### config.mk
export PLATFORM = sky130hd
export DESIGN_NAME = irrx_top
export DESIGN_NICKNAME = d
export VERILOG_FILES = /design/src/rtl/irrx_pkg.sv /design/src/rtl/irrx_sync_edge.sv /design/src/rtl/irrx_tick.sv /design/src/rtl/irrx_measure.sv /design/src/rtl/irrx_fifo.sv /design/src/rtl/irrx_top.sv
export SDC_FILE = /design/constraint.sdc
export NUM_CORES = 1
export LEC_CHECK = 0
export CELL_PAD_IN_SITES_DETAIL_PLACEMENT = 0
export CELL_PAD_IN_SITES_GLOBAL_PLACEMENT = 1
export CORE_MARGIN = 2
export CORE_UTILIZATION = 50
export DETAILED_ROUTE_END_ITERATION = 16
export GPL_TIMING_DRIVEN = 0
export PLACE_DENSITY_LB_ADDON = 0.25
export SYNTH_ARGS = -nofsm -noshare
export SYNTH_HDL_FRONTEND = slang
export SYNTH_SLANG_ARGS = --single-unit
### constraint.sdc
create_clock -name clk -period 20 [get_ports clk]
set_input_delay 6 -clock clk [delete_from_list [all_inputs] [get_ports clk]]
set_output_delay 6 -clock clk [all_outputs]
set_load 0.02 [all_outputs]
### src/rtl/irrx_pkg.sv
package irrx_pkg;

    localparam logic [5:0] A_ENABLE = 6'h00;
    localparam logic [5:0] A_CFG    = 6'h04;
    localparam logic [5:0] A_BUSY   = 6'h08;
    localparam logic [5:0] A_GO     = 6'h0C;
    localparam logic [5:0] A_LEVEL  = 6'h10;
    localparam logic [5:0] A_POP    = 6'h14;
    localparam logic [5:0] A_MASK   = 6'h18;
    localparam logic [5:0] A_STAT   = 6'h1C;
    localparam logic [5:0] A_CLR    = 6'h20;

    typedef struct packed {
        logic [15:0] maxw;
        logic [1:0]  fmt;
        logic [5:0]  lvl;
        logic        raw;
        logic [6:0]  freq;
    } cfg_t;

    localparam cfg_t CFG_RESET = '{maxw: 16'h3E80, fmt: 2'd0, lvl: 6'd0, raw: 1'b1, freq: 7'd0};

    typedef struct packed {
        logic [15:0] hi;
        logic [15:0] lo;
    } sym_t;

    typedef struct packed {
        logic ovf;
        logic tmo;
        logic rcv;
    } evt_t;

    typedef enum logic [1:0] {PH_IDLE, PH_LOW, PH_HIGH} phase_e;

    function automatic logic [15:0] sat_inc(input logic [15:0] v, input logic inc);
        return (inc && v != 16'hFFFF) ? v + 16'd1 : v;
    endfunction

endpackage

### src/rtl/irrx_sync_edge.sv
module irrx_sync_edge #(
    parameter int STAGES = 2
) (
    input  logic clk,
    input  logic rst,
    input  logic din,
    output logic lvl,
    output logic rise,
    output logic fall
);
    logic [STAGES:0] sh;

    always_ff @(posedge clk) begin
        if (rst) sh <= '1;
        else     sh <= {sh[STAGES-1:0], din};
    end

    assign lvl  = sh[STAGES-1];
    assign rise = sh[STAGES-1] & ~sh[STAGES];
    assign fall = ~sh[STAGES-1] & sh[STAGES];
endmodule

### src/rtl/irrx_tick.sv
module irrx_tick #(
    parameter int TICK_US = 10
) (
    input  logic       clk,
    input  logic       rst,
    input  logic [6:0] freq,
    input  logic       restart,
    output logic       tick
);
    localparam int CW = $clog2(128 * TICK_US) + 1;

    logic [CW-1:0] cnt;
    logic [CW-1:0] period;

    assign period = CW'((32'(freq) + 32'd1) * 32'(TICK_US));
    assign tick   = (cnt == period - CW'(1));

    always_ff @(posedge clk) begin
        if (rst || restart || tick) cnt <= '0;
        else                        cnt <= cnt + CW'(1);
    end
endmodule

### src/rtl/irrx_measure.sv
module irrx_measure
    import irrx_pkg::*;
(
    input  logic        clk,
    input  logic        rst,
    input  logic        arm,
    input  logic        rise,
    input  logic        fall,
    input  logic        tick,
    input  logic [15:0] maxw,
    output logic        push,
    output sym_t        word,
    output logic        tmo_evt
);
    phase_e      ph;
    logic [15:0] lo_cnt, hi_cnt;
    logic [15:0] lo_nxt, hi_nxt;

    assign lo_nxt = sat_inc(lo_cnt, tick);
    assign hi_nxt = sat_inc(hi_cnt, tick);

    always_comb begin
        push    = 1'b0;
        tmo_evt = 1'b0;
        word    = '{hi: hi_nxt, lo: lo_cnt};
        if (arm && ph == PH_HIGH) begin
            if (fall) begin
                push = 1'b1;
            end else if (hi_nxt >= maxw) begin
                push    = 1'b1;
                tmo_evt = 1'b1;
                word.hi = maxw;
            end
        end
    end

    always_ff @(posedge clk) begin
        if (rst || !arm) begin
            ph     <= PH_IDLE;
            lo_cnt <= '0;
            hi_cnt <= '0;
        end else begin
            unique case (ph)
                PH_IDLE: if (fall) begin
                    ph     <= PH_LOW;
                    lo_cnt <= '0;
                end
                PH_LOW: begin
                    lo_cnt <= lo_nxt;
                    if (rise) begin
                        ph     <= PH_HIGH;
                        hi_cnt <= '0;
                    end
                end
                PH_HIGH: begin
                    hi_cnt <= hi_nxt;
                    if (fall) begin
                        ph     <= PH_LOW;
                        lo_cnt <= '0;
                    end else if (tmo_evt) begin
                        ph <= PH_IDLE;
                    end
                end
                default: ph <= PH_IDLE;
            endcase
        end
    end
endmodule

### src/rtl/irrx_fifo.sv
module irrx_fifo #(
    parameter int DEPTH = 16,
    parameter int W     = 32
) (
    input  logic                       clk,
    input  logic                       rst,
    input  logic                       push,
    input  logic [W-1:0]               wdata,
    input  logic                       pop,
    output logic [W-1:0]               rdata,
    output logic [$clog2(DEPTH+1)-1:0] count,
    output logic                       full,
    output logic                       empty
);
    localparam int PW = (DEPTH > 1) ? $clog2(DEPTH) : 1;
    localparam int CW = $clog2(DEPTH + 1);

    logic [W-1:0]  mem [DEPTH];
    logic [PW-1:0] wp, rp;
    logic          do_push, do_pop;

    assign full    = (count == CW'(DEPTH));
    assign empty   = (count == '0);
    assign do_push = push && !full;
    assign do_pop  = pop && !empty;
    assign rdata   = empty ? '0 : mem[rp];

    function automatic logic [PW-1:0] adv(input logic [PW-1:0] p);
        return (p == PW'(DEPTH - 1)) ? '0 : p + PW'(1);
    endfunction

    always_ff @(posedge clk) begin
        if (do_push) mem[wp] <= wdata;
    end

    always_ff @(posedge clk) begin
        if (rst) begin
            wp    <= '0;
            rp    <= '0;
            count <= '0;
        end else begin
            if (do_push) wp <= adv(wp);
            if (do_pop)  rp <= adv(rp);
            count <= count + CW'(do_push) - CW'(do_pop);
        end
    end
endmodule

### src/rtl/irrx_top.sv
module irrx_top
    import irrx_pkg::*;
#(
    parameter int DEPTH       = 16,
    parameter int TICK_US     = 10,
    parameter int BUSY_CYCLES = 8,
    parameter int SYNC_STAGES = 2
) (
    input  logic        clk,
    input  logic        rst,
    input  logic        ir_in,
    input  logic        bus_wr,
    input  logic        bus_rd,
    input  logic [5:0]  bus_addr,
    input  logic [31:0] bus_wdata,
    output logic [31:0] bus_rdata,
    output logic        irq
);
    localparam int CNTW = $clog2(DEPTH + 1);
    localparam int BW   = $clog2(BUSY_CYCLES + 1);

    cfg_t            cfg;
    evt_t            mask, sts_raw, sts_msk, clr;
    logic            en, running, busy, arm;
    logic [BW-1:0]   busy_cnt;
    logic            line, rise, fall, tick;
    logic            push, tmo_evt;
    sym_t            push_word;
    logic [31:0]     head;
    logic [CNTW-1:0] fifo_cnt;
    logic            fifo_full, fifo_empty, pop;
    logic            wr_en, wr_go, wr_clr;

    assign busy    = (busy_cnt != '0);
    assign arm     = running && cfg.raw;
    assign wr_en   = bus_wr && bus_addr == A_ENABLE;
    assign wr_go   = bus_wr && bus_addr == A_GO;
    assign wr_clr  = bus_wr && bus_addr == A_CLR;
    assign clr     = wr_clr ? evt_t'(bus_wdata[18:16]) : '0;
    assign pop     = bus_rd && bus_addr == A_POP;
    assign sts_msk = sts_raw & ~mask;
    assign irq     = |sts_msk;

    irrx_sync_edge #(.STAGES(SYNC_STAGES)) u_sync (
        .clk(clk), .rst(rst), .din(ir_in), .lvl(line), .rise(rise), .fall(fall)
    );

    irrx_tick #(.TICK_US(TICK_US)) u_tick (
        .clk(clk), .rst(rst), .freq(cfg.freq), .restart(rise | fall), .tick(tick)
    );

    irrx_measure u_meas (
        .clk(clk), .rst(rst), .arm(arm), .rise(rise), .fall(fall), .tick(tick),
        .maxw(cfg.maxw), .push(push), .word(push_word), .tmo_evt(tmo_evt)
    );

    irrx_fifo #(.DEPTH(DEPTH), .W(32)) u_fifo (
        .clk(clk), .rst(rst), .push(push), .wdata(push_word), .pop(pop),
        .rdata(head), .count(fifo_cnt), .full(fifo_full), .empty(fifo_empty)
    );

    always_ff @(posedge clk) begin
        if (rst) begin
            en       <= 1'b0;
            running  <= 1'b0;
            busy_cnt <= '0;
            cfg      <= CFG_RESET;
            mask     <= '0;
        end else begin
            if (busy) busy_cnt <= busy_cnt - BW'(1);
            if (wr_en) begin
                en       <= bus_wdata[0];
                running  <= 1'b0;
                busy_cnt <= bus_wdata[0] ? BW'(BUSY_CYCLES) : '0;
            end else if (wr_go && en && !busy) begin
                running <= 1'b1;
            end
            if (bus_wr && bus_addr == A_CFG)  cfg  <= cfg_t'(bus_wdata);
            if (bus_wr && bus_addr == A_MASK) mask <= evt_t'(bus_wdata[2:0]);
        end
    end

    always_ff @(posedge clk) begin
        if (rst) begin
            sts_raw <= '0;
        end else begin
            if (push && !fifo_full && fifo_cnt >= CNTW'(cfg.lvl)) sts_raw.rcv <= 1'b1;
            else if (clr.rcv)                                      sts_raw.rcv <= 1'b0;
            if (tmo_evt)      sts_raw.tmo <= 1'b1;
            else if (clr.tmo) sts_raw.tmo <= 1'b0;
            if (push && fifo_full)          sts_raw.ovf <= 1'b1;
            else if (clr.ovf && fifo_empty) sts_raw.ovf <= 1'b0;
        end
    end

    always_comb begin
        unique case (bus_addr)
            A_ENABLE: bus_rdata = {31'd0, en};
            A_CFG:    bus_rdata = cfg;
            A_BUSY:   bus_rdata = {31'd0, busy};
            A_LEVEL:  bus_rdata = 32'(fifo_cnt);
            A_POP:    bus_rdata = head;
            A_MASK:   bus_rdata = {29'd0, mask};
            A_STAT:   bus_rdata = {5'd0, sts_msk, 13'd0, sts_raw, 8'd0};
            default:  bus_rdata = '0;
        endcase
    end
endmodule

==> results.md, run 1 <==
* Status: complete, no violations
* Vias in the first global route at 15100
* Area grow syn2layout at 16.05%
* Post-synth top cells: 512 x edfxtp_1, 160 x mux4_2, 131 x nand2_1, 110 x dfxtp_1, 75 x nor2_1
* Sequential group share of total power at 53.6%
* First-pass GRT wire length at 100700 µm
* Post-Syn Area at 26340 µm²
* Share of the clock period used by the worst path at 76.73%
* CTS tree: done
* Fmax at around 65 MHz
* Max cap viols at 0
* Die area at 54520 µm²
* Placed Area at approximately 29000 µm²
* Internal at around 0.0021 W
* # IOs at 76
* Comb pwr share at 1.5%
* CP peak stage delay at ~0.78 ns
* Worst min path class: register to register
* Fin crit period at between 15 and 20 ns
* Pwr dens at between 80 and 90 nW/µm²
* Post-synthesis sequential area ratio at roughly 67%
* Yosys top cell area share at ~58%
* Crit path max fanout at 10
* Via-per-instance ratio at slightly above 6
* Worst r2r path cells at 27
* Highest-delay cell along the critical path: nor3_2
* Total Wirelength at 69720 µm
* Switching portion of total power at 19.97%
* Synthesized flop and latch total at 622
* Clock skew at between 0.02 and 0.025 ns
* Filler Cells Inserted at a little under 4000
* RSZ-0062 raised after global routing: false
* Starting Density at 50.32%
* Initial antenna violation count at 0
* Final Hold Viols at 0
* Final Net Count at approximately 1900
* Ys flop type: edfxtp_1
* CP arrival at 9.35 ns
* Number of diodes at 0
* HPWL Detailed at approximately 47000 µm
* Post-synth EDFFs at 512
* Leak at 8.978 nW
* Max-slew violations at 0
* Clk slew on worst S/H paths at 0.06 ns
* Row count at 84
* Max Root-Sink Buffers at 3
* CTS Sinks at 622
* Critical path type: input pin to output pin
* Layout cell share with drive strength beyond 1 at 18.43%
* Grt ovf at 0
* Setup Buffers After CTS at 0
* Psw at 0.0005175 W
* Post-synth ARST share at 0%
* DR DRC count at 0
* Worst setup path end: bus_rdata[0]
* Most frequent cell after synthesis: edfxtp_1
* CP startpoint: bus_addr[3]
* Largest net degree at the start of global routing at 23
* FF-to-FF Start: cfg[0]
* Clk_lat worst skew at 0.64 ns
* Worst r2r dst: u_fifo.mem[0][16]
* Leading area contributor after synthesis: edfxtp_1
* Die height at approximately 230 µm
* Worst setup EP type: output pin
* Placer Congestion at about 0.9
* Slew headroom at about 12%
* Initial detailed-routing violation count at between 1500 and 2000
* R2R setup slack at about 11 ns
* Worst Max-Slew Pin Slew at 1.316 ns
* Post_cts resized at 0
* Top cells by area, synth: edfxtp_1 58%, mux4_2 14%, dfxtp_1 8.4%
* Netlist cell types at 68
* Total Routing Usage GR at 26.01%
* Average wire per standard cell at 27.47 µm
* Clock power share at 44.9%
* Port Buffers at 73
* Mean Syn Cell Area at ~16 µm²
* Hold path start: u_sync.sh[0]
* Net count after synthesis at 1726
* Post-Syn Instances at 1631
* Peak supply drop at 0.06924 mV
* DR vias at 15450
* Synth Warn # at 0
* 1st-pass router iterations at 7
* Setup_tns at 0 ns
* Crit path cell chain: clkdlybuf4s50_1 > or3_1 > clkbuf_1 > nor3_2 > clkbuf_1 > nand2_1 > nand3_1 > clkdlybuf4s50_1
* Die width at ~230 µm
* Setup violators final at 0
* Post-cts hold buffer count at 0
* Post-route cell area at 30560 µm²
* Antenna viol nets, final at 0
* Max H-tree Level at 2
* TritonCTS buffer count at 61
* Root Driver: clkbuf_16
* Worst EP required at around 14 ns
* Core ar. at 52340 µm²
* Startpoint Class: input pin
[logic make-up after synthesis]
group / after synthesis / share of synthesized area (%)
buffers and inverters: 137 / 2.005
xor gates and xnor gates: 56 / 1.943
muxes: 182 / 14.60
AOI/OAI and AO/OA: 203 / 5.107
adders and majority gates: 52 / 2.528
DFF: 622 / 66.74
and+or+nand+nor: 379 / 7.079
[flip-flops by register name (all words and copies together), names as in the netlist, named ones only]
| signal | flops |
|---|---|
| u_fifo.mem | 512 |
| cfg | 32 |
| u_sync.sh | 3 |
| u_meas.hi_cnt | 16 |
| u_fifo.count | 5 |
| mask | 3 |
| u_meas.lo_cnt | 16 |
| en | 1 |
| sts_raw | 3 |
| busy_cnt | 4 |
| u_meas.ph | 2 |
| u_tick.cnt | 12 |
| running | 1 |
| u_fifo.wp | 4 |
| u_fifo.rp | 4 |
[worst min-delay path by stage]
stage	endpoint	slack, ns	cells after the start
global route	u_sync.sh[1]	0.44	1
floorplan	u_sync.sh[1]	0.39	1
CTS	u_sync.sh[1]	0.42	1
detailed placement	u_sync.sh[1]	0.41	1
finish	u_sync.sh[1]	0.42	1
global placement	u_sync.sh[1]	0.40	1
[metrics by stage]
| stage | utilization, % | setup WS (ns) | hold slack (ns) | cells | power, W |
|---|---|---|---|---|---|
| global placement | 53.36 | 4.232 | 0.4046 | 2392 | 0.001456 |
| floorplan | - | 6.450 | 0.3895 | 1631 | 0.001440 |
| global route | 58.39 | 4.525 | 0.4411 | 2538 | 0.002659 |
| finish | 58.39 | 4.655 | 0.4212 | 2538 | 0.002591 |
| detailed placement | 54.48 | 4.709 | 0.4133 | 2423 | 0.001456 |
| CTS | 58.39 | 4.700 | 0.4198 | 2538 | 0.002608 |
[worst max-delay path: cells and delay by family]
family,cells,cell delay [ns]
buffers and inverters,4,1.80
AND/OR/NAND/NOR,4,1.54
[layer usage]
layer / part of all wire (%) / track usage [%] / vias to the layer above
met5: 0 / 0 / -
met4: 3.5 / 9.573 / 0
met3: 7.8 / 4.932 / 135
met2: 47 / 40.95 / 633
met1: 42 / 36.37 / 7950
li1: - / - / 6733
[cells in the final DEF (no fill, tap or decap), types with 29 or more instances in the layout]
master	instances
clkbuf_1	76
mux4_2	160
nand3_1	30
clkdlybuf4s50_1	73
a21oi_1	67
edfxtp_1	512
nor2_1	63
dfxtp_1	110
ha_1	50
inv_1	58
nand2_1	131
o21ai_0	36
clkbuf_16	64
xnor2_1	29
[layout make-up]
class,count,area (µm²),share of cell area [%]
Sequential cell,622,17580,57.51
Multi-Input combinational cell,872,8351,27.32
Clock buffer,89,1775,5.809
Timing Repair Buffer,104,1200,3.926
Clock inverter,26,270.3,0.8843
Buffer,79,310.3,1.015
Tap cell,688,860.8,2.817
Inverter,58,217.7,0.7124
[power groups by stage]
stage                     registers (W)  clock network, W   logic, W
after floorplan                 0.00142                 0  0.0000242
after global placement          0.00142                 0  0.0000390
after detailed placement        0.00142                 0  0.0000395
after CTS                       0.00139           0.00118  0.0000399
after global routing            0.00139           0.00123  0.0000434
final                           0.00139           0.00116  0.0000395
(Power assumes the default switching activity.)
==> inputs of run 2 (changes only) <==
clock period = 15.5 ns   (was 20 ns; I/O delays follow)
==> results of run 2 <==
Same layout as run 1 (identical final DEF). Status: complete, no violations.
Among the figures that moved: setup slack after placement 4.709 ns -> 2.909 ns; setup slack after layout 4.655 ns -> 2.855 ns; register-to-register setup slack 11.49 ns -> 6.99 ns; total power 0.002591 W -> 0.003343 W; worst IR drop on VDD 0.06924 mV -> 0.08934 mV
